<file path="src/rtl/edo_pkg.sv">
// Package: shared state encoding and integer helpers for the EDO controller.
// Assumes: all users import it before declaring parameters that depend on it.
package edo_pkg;

    typedef enum logic [2:0] {
        ST_IDLE,   // row strobe high, waiting for refresh or host work
        ST_ACT,    // row strobe low, row address on the bus
        ST_COL,    // column strobes low, column address on the bus
        ST_RSET,   // refresh: column strobes low ahead of row strobe
        ST_RACT,   // refresh: row strobe low
        ST_PRE     // row precharge
    } seq_st_t;

    function automatic int imax(input int a, input int b);
        return (a > b) ? a : b;
    endfunction

    function automatic int imin(input int a, input int b);
        return (a < b) ? a : b;
    endfunction

endpackage

</file>
<file path="src/rtl/edo_refresh_sched.sv">
// Module: refresh scheduler.
// What it does: holds off host traffic for T_INIT cycles after reset. It then
// raises a refresh request N_INIT_REF times. After that it raises one request
// every T_REFI cycles.
// Assumes: ref_start pulses once per refresh issued by the sequencer, and the
// sequencer serves a request within T_REFI cycles.
module edo_refresh_sched #(
    parameter int T_INIT     = 20000,
    parameter int T_REFI     = 1560,
    parameter int N_INIT_REF = 8
) (
    input  logic clk,
    input  logic rst_n,
    input  logic ref_start,
    output logic ref_pend,
    output logic init_done
);
    localparam int PW = $clog2(T_INIT + 1);
    localparam int RW = $clog2(T_REFI + 1);
    localparam int IW = $clog2(N_INIT_REF + 1);

    logic [PW-1:0] pause_cnt;
    logic          pause_done;
    logic [IW-1:0] init_left;
    logic [RW-1:0] refi_cnt;
    logic          per_pend;

    // Start-up pause counter.
    always_ff @(posedge clk) begin
        if (!rst_n) begin
            pause_cnt  <= '0;
            pause_done <= 1'b0;
        end else if (!pause_done) begin
            if (pause_cnt == PW'(T_INIT - 1)) pause_done <= 1'b1;
            else                              pause_cnt  <= pause_cnt + 1'b1;
        end
    end

    // Count down the initial dummy refreshes.
    always_ff @(posedge clk) begin
        if (!rst_n)                              init_left <= IW'(N_INIT_REF);
        else if (ref_start && init_left != '0)   init_left <= init_left - 1'b1;
    end

    // Periodic interval timer and its pending flag. A new tick wins over a clear.
    always_ff @(posedge clk) begin
        if (!rst_n) begin
            refi_cnt <= '0;
            per_pend <= 1'b0;
        end else if (init_done) begin
            if (ref_start) per_pend <= 1'b0;
            if (refi_cnt == RW'(T_REFI - 1)) begin
                refi_cnt <= '0;
                per_pend <= 1'b1;
            end else begin
                refi_cnt <= refi_cnt + 1'b1;
            end
        end
    end

    assign init_done = pause_done && (init_left == '0);
    assign ref_pend  = pause_done && ((init_left != '0) || per_pend);

endmodule

</file>
<file path="src/rtl/edo_lane_strobe.sv">
// Module: per-lane column strobe gating.
// What it does: turns the sequencer's column-active flag and lane mask into
// active-low strobes, one per lane.
// Assumes: both inputs come straight from registers, so the strobes change
// only just after a clock edge.
module edo_lane_strobe #(
    parameter int LANES = 4
) (
    input  logic             cas_on,
    input  logic [LANES-1:0] lane_en,
    output logic [LANES-1:0] cas_n
);
    for (genvar i = 0; i < LANES; i++) begin : g_lane
        // One active-low strobe per lane.
        assign cas_n[i] = ~(cas_on & lane_en[i]);
    end
endmodule

</file>
<file path="src/rtl/edo_seq.sv">
// Module: access and refresh sequencer.
// What it does: one state machine with a single down-counter. It runs the
// column-before-row refresh and single early-write or read accesses, and
// latches read data T_CAC cycles after the column strobes fall.
// Assumes: the host holds its request fields until ack; timing parameters >= 1.
module edo_seq
    import edo_pkg::*;
#(
    parameter int ADDR_W = 22,
    parameter int ROW_W  = 12,
    parameter int LANES  = 4,
    parameter int DQ_W   = 36,
    parameter int T_RP   = 4,
    parameter int T_RAS  = 6,
    parameter int T_RC   = 11,
    parameter int T_RCD  = 2,
    parameter int T_CAS  = 1,
    parameter int T_CAC  = 2,
    parameter int T_CSR  = 1,
    parameter int T_CHR  = 1
) (
    input  logic              clk,
    input  logic              rst_n,
    input  logic              req,
    input  logic              we,
    input  logic [ADDR_W-1:0] addr,
    input  logic [LANES-1:0]  be,
    input  logic [DQ_W-1:0]   wdata,
    input  logic              ref_pend,
    input  logic              init_done,
    input  logic [DQ_W-1:0]   dq_in,
    output logic              ack,
    output logic              ref_start,
    output logic              ras_n,
    output logic              cas_on,
    output logic [LANES-1:0]  lane_en,
    output logic              we_n,
    output logic [ROW_W-1:0]  dram_addr,
    output logic [DQ_W-1:0]   dq_out,
    output logic              dq_oe,
    output logic              rvalid,
    output logic [DQ_W-1:0]   rdata
);
    localparam int COL_W   = ADDR_W - ROW_W;
    localparam int COL_LEN = imax(imax(T_CAS, T_CAC), T_RAS - T_RCD);
    localparam int REF_LOW = imax(T_RAS, T_CHR);
    localparam int LOW_MIN = imin(T_RCD + COL_LEN, REF_LOW);
    localparam int PRE_LEN = imax(T_RP, T_RC - LOW_MIN);
    localparam int MAXLEN  = imax(imax(COL_LEN, PRE_LEN), imax(imax(T_RCD, T_CSR), REF_LOW));
    localparam int TMR_W   = $clog2(MAXLEN + 1);

    seq_st_t          state;
    logic [TMR_W-1:0] tmr;
    logic             is_wr;
    logic [COL_W-1:0] col_q;

    // Main sequencer: state, countdown and all registered DRAM-side outputs.
    always_ff @(posedge clk) begin
        if (!rst_n) begin
            state     <= ST_IDLE;
            tmr       <= '0;
            is_wr     <= 1'b0;
            col_q     <= '0;
            ras_n     <= 1'b1;
            cas_on    <= 1'b0;
            lane_en   <= '0;
            we_n      <= 1'b1;
            dram_addr <= '0;
            dq_out    <= '0;
            dq_oe     <= 1'b0;
            ack       <= 1'b0;
            ref_start <= 1'b0;
            rvalid    <= 1'b0;
            rdata     <= '0;
        end else begin
            ack       <= 1'b0;
            ref_start <= 1'b0;
            rvalid    <= 1'b0;
            case (state)
                ST_IDLE: begin
                    if (ref_pend) begin
                        state     <= ST_RSET;
                        tmr       <= TMR_W'(T_CSR - 1);
                        cas_on    <= 1'b1;
                        lane_en   <= '1;
                        we_n      <= 1'b1;
                        ref_start <= 1'b1;
                    end else if (req && init_done) begin
                        state     <= ST_ACT;
                        tmr       <= TMR_W'(T_RCD - 1);
                        ack       <= 1'b1;
                        is_wr     <= we;
                        col_q     <= addr[COL_W-1:0];
                        ras_n     <= 1'b0;
                        dram_addr <= addr[ADDR_W-1 -: ROW_W];
                        we_n      <= ~we;
                        dq_out    <= wdata;
                        dq_oe     <= we;
                        lane_en   <= we ? be : '1;
                    end
                end
                ST_ACT: begin
                    if (tmr == '0) begin
                        state     <= ST_COL;
                        tmr       <= TMR_W'(COL_LEN - 1);
                        cas_on    <= 1'b1;
                        dram_addr <= ROW_W'(col_q);
                    end else begin
                        tmr <= tmr - 1'b1;
                    end
                end
                ST_COL: begin
                    if (!is_wr && tmr == TMR_W'(COL_LEN - T_CAC)) begin
                        rdata  <= dq_in;
                        rvalid <= 1'b1;
                    end
                    if (tmr == '0) begin
                        state  <= ST_PRE;
                        tmr    <= TMR_W'(PRE_LEN - 1);
                        ras_n  <= 1'b1;
                        cas_on <= 1'b0;
                        we_n   <= 1'b1;
                        dq_oe  <= 1'b0;
                    end else begin
                        tmr <= tmr - 1'b1;
                    end
                end
                ST_RSET: begin
                    if (tmr == '0) begin
                        state <= ST_RACT;
                        tmr   <= TMR_W'(REF_LOW - 1);
                        ras_n <= 1'b0;
                    end else begin
                        tmr <= tmr - 1'b1;
                    end
                end
                ST_RACT: begin
                    if (tmr == '0) begin
                        state  <= ST_PRE;
                        tmr    <= TMR_W'(PRE_LEN - 1);
                        ras_n  <= 1'b1;
                        cas_on <= 1'b0;
                    end else begin
                        tmr <= tmr - 1'b1;
                    end
                end
                ST_PRE: begin
                    if (tmr == '0) state <= ST_IDLE;
                    else           tmr   <= tmr - 1'b1;
                end
                default: state <= ST_IDLE;
            endcase
        end
    end

endmodule

</file>
<file path="src/rtl/edo_dram_ctrl.sv">
// Module: EDO DRAM module controller, top level.
// What it does: ties the refresh scheduler, the sequencer and the lane strobe
// gating together behind a request/ack host port.
// Assumes: timing parameters are in clock cycles (defaults: 100 MHz, 60 ns
// grade); DQ_W = LANES * LANE_W, and each lane's top bit is its parity bit.
module edo_dram_ctrl #(
    parameter int ADDR_W     = 22,
    parameter int ROW_W      = 12,
    parameter int LANES      = 4,
    parameter int LANE_W     = 9,
    parameter int T_INIT     = 20000,
    parameter int T_REFI     = 1560,
    parameter int N_INIT_REF = 8,
    parameter int T_RP       = 4,
    parameter int T_RAS      = 6,
    parameter int T_RC       = 11,
    parameter int T_RCD      = 2,
    parameter int T_CAS      = 1,
    parameter int T_CAC      = 2,
    parameter int T_CSR      = 1,
    parameter int T_CHR      = 1,
    localparam int DQ_W      = LANES * LANE_W
) (
    input  logic              clk,
    input  logic              rst_n,
    input  logic              host_req,
    input  logic              host_we,
    input  logic [ADDR_W-1:0] host_addr,
    input  logic [LANES-1:0]  host_be,
    input  logic [DQ_W-1:0]   host_wdata,
    output logic              host_ack,
    output logic              host_rvalid,
    output logic [DQ_W-1:0]   host_rdata,
    output logic              dram_ras_n,
    output logic [LANES-1:0]  dram_cas_n,
    output logic              dram_we_n,
    output logic [ROW_W-1:0]  dram_addr,
    output logic [DQ_W-1:0]   dram_dq_out,
    output logic              dram_dq_oe,
    input  logic [DQ_W-1:0]   dram_dq_in
);
    logic             ref_start, ref_pend, init_done, cas_on;
    logic [LANES-1:0] lane_en;

    edo_refresh_sched #(
        .T_INIT(T_INIT), .T_REFI(T_REFI), .N_INIT_REF(N_INIT_REF)
    ) sched_i (
        .clk(clk), .rst_n(rst_n), .ref_start(ref_start),
        .ref_pend(ref_pend), .init_done(init_done)
    );

    edo_seq #(
        .ADDR_W(ADDR_W), .ROW_W(ROW_W), .LANES(LANES), .DQ_W(DQ_W),
        .T_RP(T_RP), .T_RAS(T_RAS), .T_RC(T_RC), .T_RCD(T_RCD),
        .T_CAS(T_CAS), .T_CAC(T_CAC), .T_CSR(T_CSR), .T_CHR(T_CHR)
    ) seq_i (
        .clk(clk), .rst_n(rst_n),
        .req(host_req), .we(host_we), .addr(host_addr), .be(host_be),
        .wdata(host_wdata), .ref_pend(ref_pend), .init_done(init_done),
        .dq_in(dram_dq_in), .ack(host_ack), .ref_start(ref_start),
        .ras_n(dram_ras_n), .cas_on(cas_on), .lane_en(lane_en),
        .we_n(dram_we_n), .dram_addr(dram_addr), .dq_out(dram_dq_out),
        .dq_oe(dram_dq_oe), .rvalid(host_rvalid), .rdata(host_rdata)
    );

    edo_lane_strobe #(.LANES(LANES)) strobe_i (
        .cas_on(cas_on), .lane_en(lane_en), .cas_n(dram_cas_n)
    );

endmodule

</file>
<file path="config.mk">
export PLATFORM = sky130hd
export DESIGN_NAME = edo_dram_ctrl
export DESIGN_NICKNAME = d
export VERILOG_FILES = /design/src/rtl/edo_pkg.sv /design/src/rtl/edo_refresh_sched.sv /design/src/rtl/edo_lane_strobe.sv /design/src/rtl/edo_seq.sv /design/src/rtl/edo_dram_ctrl.sv
export SDC_FILE = /design/constraint.sdc
export NUM_CORES = 1
export LEC_CHECK = 0
export BUFFER_PORTS_ARGS = -buffer_cell sky130_fd_sc_hd__buf_2
export CAP_MARGIN = 30
export CORE_UTILIZATION = 51
export CTS_CLUSTER_DIAMETER = 150
export CTS_CLUSTER_SIZE = 8
export DETAILED_ROUTE_END_ITERATION = 6
export GPL_TIMING_DRIVEN = 1
export PLACE_DENSITY = 0.82
export SLEW_MARGIN = 20
export SYNTH_ARGS = -nofsm -noshare
export SYNTH_HDL_FRONTEND = slang
export SYNTH_SLANG_ARGS = --single-unit
</file>
<file path="constraint.sdc">
create_clock -name clk -period 2.3 [get_ports clk]
set_input_delay 0.115 -clock clk [delete_from_list [all_inputs] [get_ports clk]]
set_output_delay 0.115 -clock clk [all_outputs]
set_load 0.005 [all_outputs]
</file>
---- Word-level counts from Yosys, hierarchy flattened ----
Cells that the tools add are included.
cells by class
  $add $sub $neg .......................... 4
  equality and inequality tests ........... 18
  mux-type cells .......................... 41
  bitwise operators ....................... 14
  reduce and logical (&&, ||, !) cells .... 34
operator list
  cell                                                                      count
  12-bit two-way mux                                                        3
  3-bit two-way mux                                                         11
  3-bit case mux with 5 select lines                                        2
  12-bit case mux with 2 select lines                                       1
  1-bit two-way mux                                                         16
  15-bit by 1-bit adder with 15-bit output (second input constant)          1
  15-bit == test (second input constant)                                    1
  4-bit two-way mux                                                         3
  2-bit by 1-bit inequality test with 1-bit output (second input constant)  6
  2-bit AND reduction                                                       6
  4-bit AND reduction                                                       3
  11-bit by 1-bit adder with 11-bit output (second input constant)          1
  11-bit == test (second input constant)                                    1
  11-bit two-way mux                                                        1
  1-bit NOT                                                                 10
  5-bit AND reduction                                                       2
  3-bit by 2-bit == test with 1-bit output (second input constant)          3
  3-bit AND reduction                                                       3
  2-bit nonzero test                                                        4
  3-bit == test (second input constant)                                     2
  3-bit logical NOT                                                         2
  2-bit inequality test (second input constant)                             3
  1-bit case mux with 3 select lines                                        2
  3-bit nonzero test                                                        2
  other kinds (14)                                                          22
word-level totals
  flip-flop bits (word level) ............. 144
  input port bits ......................... 102
  output and inout port bits .............. 93
  logic and storage cells ................. 131

---- Depth between registers and ports, before layout ----
Gate-level depths: netlist (run 1).
  word-level depth ........................ 6
  depth in mapped cells ................... 10
  depth with buffers taken out ............ 6

---- Modules after synthesis ----
A second synthesis (run 1) with hierarchy kept.
second synthesis, totals
  cells, all modules ...................... 716
  area total of the unflattened synthesis .. 6060.8 um^2
by module, submodules not included
  module             times used  cells each  area each (um^2)
  edo_seq            1           535         4526.8
  edo_refresh_sched  1           177         1519.0
  edo_lane_strobe    1           4           15.0

---- Least setup slack after synthesis (run 1) ----
OpenSTA, ideal clock, no wires.
  path kind ............................... flip-flop to flip-flop
  start ................................... reg sched_i.init_left[0]
  end ..................................... reg seq_i.we_n
  library setup time ...................... 0.138 ns
  arrival time ............................ 1.633 ns
  required time ........................... 2.162 ns
  setup slack ............................. 0.530 ns
  stages on the path, launching flop included .. 7
  path buffers ............................ 0
  period minus slack after synthesis ...... 1.770 ns
  path through ............................ dfxtp_1 > inv_1 > ha_1 > or3b_2 > o311ai_4 > and3b_1 > o21ai_0
on the way
  cells in the longest elaborated chain, start to end .. 5
  elaborated cells between the ends (all ways) .. 10
RTL lines
  item                                                                                                           RTL line                                          RTL
  from (decl)                                                                                                    edo_refresh_sched.sv:24                           logic [IW-1:0] init_left;
  from (signal assigned)                                                                                         edo_refresh_sched.sv:41                           if (!rst_n) init_left <= IW'(N_INIT_REF);
  from (signal assigned)                                                                                         edo_refresh_sched.sv:42                           else if (ref_start && init_left != '0) init_left <= init_left - 1'b1;
  4-bit nonzero test / 4-bit logical NOT (equally long branches)                                                 edo_refresh_sched.sv:62, edo_refresh_sched.sv:61
  1-bit logical OR / 1-bit logical AND (equally long branches)                                                   edo_refresh_sched.sv:62, edo_refresh_sched.sv:61
  1-bit logical AND (on tied branches)                                                                           edo_refresh_sched.sv:62, edo_seq.sv:88
  3-bit by 2-bit inequality test with 1-bit output (no source line) / 1-bit two-way mux (equally long branches)  -
  3-bit AND reduction (no source line) / 1-bit case mux with 2 select lines (equally long branches)              -
  to (signal assigned)                                                                                           edo_seq.sv:96                                     we_n <= ~we;
  to (decl)                                                                                                      edo_seq.sv:37                                     output logic we_n,
Parallel ways exist; a longest one is shown, timed or not.
A chain may end at the register's enable or synchronous reset.

---- Worst setup path in the final report (run 1) ----
  start ................................... reg sched_i.init_left[0]
  end ..................................... reg seq_i.dram_addr[11]
on the way
  cells in the longest elaborated chain, start to end .. 5
  elaborated cells between the ends (all ways) .. 9
RTL lines
  item                                                                                                               RTL line                                          RTL
  4-bit logical NOT / 4-bit nonzero test (equally long branches)                                                     edo_refresh_sched.sv:61, edo_refresh_sched.sv:62
  1-bit logical AND / 1-bit logical OR (equally long branches)                                                       edo_refresh_sched.sv:61, edo_refresh_sched.sv:62
  1-bit logical AND (on tied branches)                                                                               edo_seq.sv:88, edo_refresh_sched.sv:62
  2-bit by 1-bit inequality test with 1-bit output (no source line) / 2-bit inequality test (equally long branches)  -
  4-bit AND reduction (no source line) (*)                                                                           -
  to (signal assigned)                                                                                               edo_seq.sv:95                                     dram_addr <= addr[ADDR_W-1 -: ROW_W];
  to (signal assigned)                                                                                               edo_seq.sv:107                                    dram_addr <= ROW_W'(col_q);
  to (decl)                                                                                                          edo_seq.sv:38                                     output logic [ROW_W-1:0] dram_addr,
Every way passes the cells marked *; elsewhere a longest branch is shown, timed or not.

==> impl_metrics.tcl, run 1 <==
set metrics [dict create \
    rows 39 \
    cts-root-buf "clkbuf_16" \
    drt_iter0_markers 444 \
    cts_htree_levels 4 \
    worst_clock_skew_ps 6.94 \
    grt_pass1_wl_um 25800 \
    p_switching_w 0.00187 \
    syn2layout_area_growth_pct 43.7 \
    cpMaxStageDelayCell "nand2b_1" \
    drtPass1Iterations 5 \
    finalSetupTns_ps 0 \
    grt_pass1_vias 5732 \
    fp.dieH_um 110 \
    yosys_most_used_dff "dfxtp_1" \
    outcome "finished, final reports clean" \
    viasPerCell 5.36 \
    worst_slew_pin_slew_ps 750 \
    power_density_nw_per_um2 793 \
    antenna_cells 0 \
    cts_buffer_depth 2 \
    cts_made_buffers 17 \
    min_to "seq_i.rdata[20]$_SDFFE_PN0P_" \
    cts_post_setup_buffers_inserted 0 \
    peakVddDrop_uv 624 \
    clock_sinks 144 \
    yosys.area.top_type_share_pct 48.1 \
    required_ps 2590 \
    nFillCells 745 \
    maxSlewViolCount 0 \
    period_needed_ps 2060 \
    path_buf_inv 2 \
    initial_utilization_pct 52.5 \
    synth-seq-area-share_pct 48.1 \
    switching_share_pct 27.4 \
    syn_area_per_cell_um2 8.35 \
    clock_latency_ps 420 \
    worstHoldStart "dram_dq_in[20]" \
    crit_chain "inv_1 > ha_1 > and4bb_1 > buf_4 > nand4b_1 > nand2b_1 > o21ai_0" \
    utilization_pct 75.4 \
    routabilityCongestion 0.860 \
    r2r_start "sched_i.init_left[0]$_SDFFE_PN0P_" \
    netlist_area_um2 5990 \
    regArea_um2 2880 \
    wirelength_um 17400 \
    postCtsHoldBufs 87 \
    critical_path_class "reg -> reg" \
    internal_power_w 0.00495 \
    rsz0062_at_grt "false" \
    hold_path.class "in -> reg" \
    p_comb_share_pct 20.0 \
    ff2ff_setup_slack_ps 240 \
    drc 0 \
    seqPwrFrac_pct 39.8 \
    timing.final.crit_share_pct 89.6 \
    leakagePower_nw 3.53 \
    placed_cell_area_um2 7140 \
    syn-instance-count 717 \
    path_max_fanout 14 \
    dp.final_hpwl_um 10100 \
    synth_top_cell_by_area "dfxtp_1" \
    reg2reg_depth 7 \
    tritoncts "done" \
    wire_per_inst_um 15.2 \
    clk_pin_slew_ps 60 \
    crit_arrival_ps 2350 \
    grt_max_degree 61 \
    num_vias 6139 \
    r2r-end "seq_i.dram_addr[11]$_SDFFE_PN0P_" \
    timing.slew.headroom_pct 49.5 \
    async_flop_share_pct 0 \
    port_buffers 194 \
    ys_seq_elements 144 \
    grt_overflow_total 0 \
    stdcell_area_um2 8610 \
    cp-start-kind "flip-flop" \
    ios 195 \
    hold_viol 0 \
    drt.antenna.violating_nets 0 \
    clockPowerShare_pct 40.2 \
    core_um2 11400 \
    yosys_warnings 0 \
    cap_violations 0 \
    die_w_um 110 \
    end_kind "flip-flop" \
    setup_viol 0 \
    synth_area_leaders "dfxtp_1, nand2_1, a21oi_1" \
    synth_edf_count 0 \
    hold_depth 3 \
    cpLargestDelayFamily "simple AND/OR/NAND/NOR gates" \
    crit_path_max_incr_delay_ps 430 \
    netlist-cell-type-count 62 \
    grtUsageTotal_pct 27.5 \
    drive_gt1_share_pct 27.5 \
    syn-num-nets 826 \
    nNetsFinal 1099 \
    grt_antenna_before_repair 0 \
    postCtsResizedCells 0 \
    fmax_mhz 485 \
    multi_input_area_um2 2850 \
    dieArea_um2 12200 \
]
==> flip-flops by register name, summed over array words and instances (netlist names) <==
signal and cells:
sched_i.init_left 4, sched_i.pause_cnt 15, sched_i.pause_done 1, sched_i.per_pend 1, sched_i.refi_cnt 11, seq_i.ack 1
seq_i.cas_on 1, seq_i.col_q 10, seq_i.dq_oe 1, seq_i.dq_out 36, seq_i.dram_addr 12, seq_i.is_wr 1
seq_i.lane_en 4, seq_i.ras_n 1, seq_i.rdata 36, seq_i.ref_start 1, seq_i.rvalid 1, seq_i.state 3
seq_i.tmr 3, seq_i.we_n 1
==> synth_stat cells, drive strengths merged (2+ instances only) <==
cell type    n
a221oi       2
nand4        6
and3         8
mux2i       12
o311ai       2
buf         25
xor2        13
o21ai       19
a31oi        5
and4         5
nor3b        3
nor2        31
and3b        2
a21oi       97
or4          5
o31ai        6
nand2      190
nand3b       3
a211oi      11
and2         2
inv          9
clkbuf      22
xnor2        3
nor4b        3
or3          4
nor3        25
nor2b        5
o221a        2
nand2b       6
dfxtp      144
nand3       22
ha           7
==> kinds of logic after synthesis <==
| group | share of synthesized area [%] |
|---|---|
| buf+inv | 4.43 |
| flops | 48.1 |
| xor+xnor | 2.34 |
| mux | 2.01 |
| fa+ha+maj | 1.46 |
| simple gates | 25.6 |
| compound gates | 16.0 |
==> worst min-delay path: cells and delay by family <==
kind	cells	cell delay [ps]
compound gates	1	70
simple gates	1	100
buf+inv	1	100
==> worst max-delay path by stage <==
stage / start / endpoint / slack (ps) / cells past startpoint
4_1_cts: sched_i.init_left[0]$_SDFFE_PN0P_ / seq_i.dram_addr[8]$_SDFFE_PN0P_ / 240 / 7
5_1_grt: sched_i.init_left[0]$_SDFFE_PN0P_ / seq_i.dram_addr[8]$_SDFFE_PN0P_ / 120 / 7
6_report: sched_i.init_left[0]$_SDFFE_PN0P_ / seq_i.dram_addr[11]$_SDFFE_PN0P_ / 240 / 7
2_1_floorplan: sched_i.init_left[0]$_SDFFE_PN0P_ / seq_i.we_n$_SDFFE_PN1P_ / 530 / 6
3_5_place_dp: sched_i.init_left[0]$_SDFFE_PN0P_ / seq_i.dram_addr[11]$_SDFFE_PN0P_ / 270 / 7
3_3_place_gp: sched_i.init_left[0]$_SDFFE_PN0P_ / seq_i.dram_addr[11]$_SDFFE_PN0P_ / 400 / 7
==> stage by stage <==
step / hold WS (ps) / power [W] / setup slack [ps] / std cells
2_1_floorplan: 245 / 0.00357 / 530 / 717
3_3_place_gp: 338 / 0.00397 / 398 / 1027
3_5_place_dp: 360 / 0.00399 / 271 / 1027
4_1_cts: 0.537 / 0.00684 / 238 / 1146
5_1_grt: 20.7 / 0.00713 / 121 / 1146
6_report: 23.8 / 0.00683 / 239 / 1146
==> placed cells by master (no fill, tap or decap), drive strengths merged, types with 4 or more instances in the layout <==
cell type and count:
nand3 22, a211oi 11, or3 4, xor2 13
and3 8, nor3 25, a21oi 97, or4 5
nand2b 6, nor2b 5, mux2i 12, nand4 6
o21ai 19, clkinv 8, ha 7, and4 5
nand2 190, o31ai 6, nor2 31, dlygate4sd3 87
buf 214, a31oi 5, dfxtp 144, clkbuf 18
inv 9
==> power by group through the flow <==
stage               registers, W  logic (W)  clock network (W)
floorplan                0.00276   0.000815                  0
global placement         0.00276    0.00121                  0
detailed placement       0.00276    0.00123                  0
CTS                      0.00271    0.00134            0.00279
global route             0.00273    0.00149            0.00291
finish                   0.00272    0.00137            0.00274
==> area by class of cell <==
cell class	count	area share, %
timing repair buffer	301	24.0
clock buffer	18	4.98
clock inverter	14	1.95
multi-input combinational	517	33.1
tap	143	2.08
sequential	144	33.5
inverter	9	0.421
==> per-layer routing <==
| layer | share of wire (%) | up-vias | track usage, % | wire length, µm |
|---|---|---|---|---|
| met3 | 7.6 | 47 | 7.58 | 1320 |
| met5 | 0 | - | 0 | 0 |
| met2 | 48 | 246 | 48.5 | 8370 |
| met1 | 41 | 2827 | 30.2 | 7220 |
| li1 | - | 3019 | - | - |
| met4 | 2.9 | 0 | 14.1 | 497 |
Power figures use the tool's default switching activity.
==> inputs of run 2 (changes only) <==
--- a/config.mk
+++ b/config.mk
@@ -12,7 +12,9 @@
 export CTS_CLUSTER_SIZE = 8
 export DETAILED_ROUTE_END_ITERATION = 6
 export GPL_TIMING_DRIVEN = 1
+export MAX_ROUTING_LAYER = met4
 export PLACE_DENSITY = 0.82
+export RECOVER_POWER = 100
 export SLEW_MARGIN = 20
 export SYNTH_ARGS = -nofsm -noshare
 export SYNTH_HDL_FRONTEND = slang
==> constraint.sdc (replaced) <==
create_clock -name clk -period 2.3 [get_ports clk]
set_input_delay 0.345 -clock clk [delete_from_list [all_inputs] [get_ports clk]]
set_output_delay 0.345 -clock clk [all_outputs]
set_load 0.005 [all_outputs]
==> impl_metrics.tcl, run 2 (synthesis gave the netlist of run 1 again) <==
set metrics [dict create \
    outcome "finished, final reports clean" \
    final_cell_mix "nand2_1, dfxtp_1, buf_2" \
    timing.slew.headroom_pct 44.8 \
    end_kind "flip-flop" \
    dp.final_hpwl_um 10100 \
    drtPass1Iterations 4 \
    wire_per_inst_um 14.0 \
    wirelength_um 14800 \
    cap_violations 0 \
    cts_buffer_depth 2 \
    path_max_fanout 14 \
    switching_share_pct 26.2 \
    syn2layout_area_growth_pct 26.8 \
    nFillCells 1015 \
    drc 0 \
    maxSlewViolCount 0 \
    clock_latency_ps 410 \
    dieArea_um2 12200 \
    crit_arrival_ps 2340 \
    p_total_w 0.00685 \
    period_needed_ps 2040 \
    grt_antenna_before_repair 0 \
    clockPowerShare_pct 42.9 \
    hold_path.class "in -> reg" \
    cp-start-kind "flip-flop" \
    cts-root-buf "clkbuf_16" \
    cts_post_setup_buffers_inserted 0 \
    leakagePower_nw 2.81 \
    regArea_um2 2880 \
    layout_commonest_cell "nand2_1" \
    viasPerCell 5.27 \
    grt_pass1_wl_um 21900 \
    cts_htree_levels 4 \
    hold_viol 0 \
    fmax_mhz 490 \
    die_w_um 110 \
    finalSetupTns_ps 0 \
    drive_gt1_share_pct 19.8 \
    clock_sinks 144 \
    routabilityCongestion 0.885 \
    ios 195 \
    multi_input_area_um2 2820 \
    setup_viol 0 \
    drt_iter0_markers 429 \
    power_density_nw_per_um2 902 \
    postCtsResizedCells 0 \
    tritoncts "done" \
    p_comb_share_pct 17.6 \
    grt_overflow_total 0 \
    stdcell_area_um2 7590 \
    grtUsageTotal_pct 24.0 \
    required_ps 2600 \
    clk_pin_slew_ps 60 \
    core_um2 11400 \
    seqPwrFrac_pct 39.6 \
    internal_power_w 0.00505 \
    cts_made_buffers 17 \
    fp.dieH_um 110 \
    dp_cells 1026 \
    placed_cell_area_um2 7100 \
    initial_utilization_pct 52.5 \
    port_buffers 194 \
    drt.antenna.violating_nets 0 \
    antenna_cells 0 \
    p_switching_w 0.00179 \
    rsz0062_at_grt "false" \
    grt_pass1_vias 4710 \
    postCtsHoldBufs 0 \
    rows 39 \
    peakVddDrop_uv 551 \
    instances_no_fill 1058 \
    critical_path_class "reg -> reg" \
    grt_max_degree 68 \
    largestRegisters "seq_i.dq_out (36), seq_i.rdata (36), sched_i.pause_cnt (15)" \
    num_vias 5575 \
    timing.final.crit_share_pct 88.7 \
    worst_clock_skew_ps 6.41 \
    nNetsFinal 1011 \
    worst_slew_pin_slew_ps 820 \
]
==> run 2: cell types whose count changed in the layout (fill, tap and decap cells not counted), sizes merged <==
| cell | before | now |
|---|---|---|
| buf | 214 | 127 |
| bufinv | 3 | 4 |
| dlygate4sd3 | 87 | 0 |
| clkinvlp | 3 | 2 |
| clkbuf | 18 | 109 |
| clkinv | 8 | 3 |
==> run 2: area by class of cell <==
| class | count | area share (%) |
|---|---|---|
| inverter | 9 | 0.478 |
| multi-input combinational | 517 | 37.1 |
| tap | 143 | 2.36 |
| timing repair buffer | 213 | 13.7 |
| sequential | 144 | 38.0 |
| clock inverter | 9 | 2.03 |
| clock buffer | 23 | 6.43 |
==> run 2: metrics by stage <==
step | hold slack, ps | setup slack (ps) | util, %
after floorplan | 432 | 530 | -
after global placement | 435 | 388 | 62.2
after detailed placement | 441 | 295 | 62.2
after CTS | 151 | 258 | 67.8
after global routing | 155 | 64.1 | 66.5
final | 166 | 260 | 66.5
==> run 2: power by group through the flow <==
stage               clock network [W]  registers (W)  logic [W]
floorplan                           0        0.00276   0.000815
global placement                    0        0.00275    0.00121
detailed placement                  0        0.00276    0.00123
CTS                           0.00298        0.00271    0.00124
global route                  0.00310        0.00272    0.00133
finish                        0.00294        0.00271    0.00120
==> run 2: worst max-delay path, cell delays in order (launching register included) <==
cell      delay (ps)
dfxtp_1          340
inv_1             90
ha_1             180
and4bb_1         250
buf_4            210
nand2_1           90
o21ai_0          430
clkbuf_2         270
nor2_1            60
==> run 2: routing by layer <==
metal	global-route usage (%)	up-vias	routed length (µm)
li1	-	2834	-
met1	28.4	2542	6500
met2	38.2	191	7000
met3	7.94	8	1180
met4	8.08	0	92
met5	-	-	0
==> run 2: final timing paths <==
path                                startpoint                                to  slack [ps]  cells past startpoint
max          sched_i.init_left[0]$_SDFFE_PN0P_  sched_i.refi_cnt[8]$_SDFFE_PN0N_         260                      8
min                             dram_dq_in[26]      seq_i.rdata[26]$_SDFFE_PN0P_         170                      3
max reg2reg  sched_i.init_left[0]$_SDFFE_PN0P_  sched_i.refi_cnt[8]$_SDFFE_PN0N_         260                      8
min reg2reg      seq_i.dq_out[27]$_SDFFE_PN0P_     seq_i.dq_out[27]$_SDFFE_PN0P_         450                      2
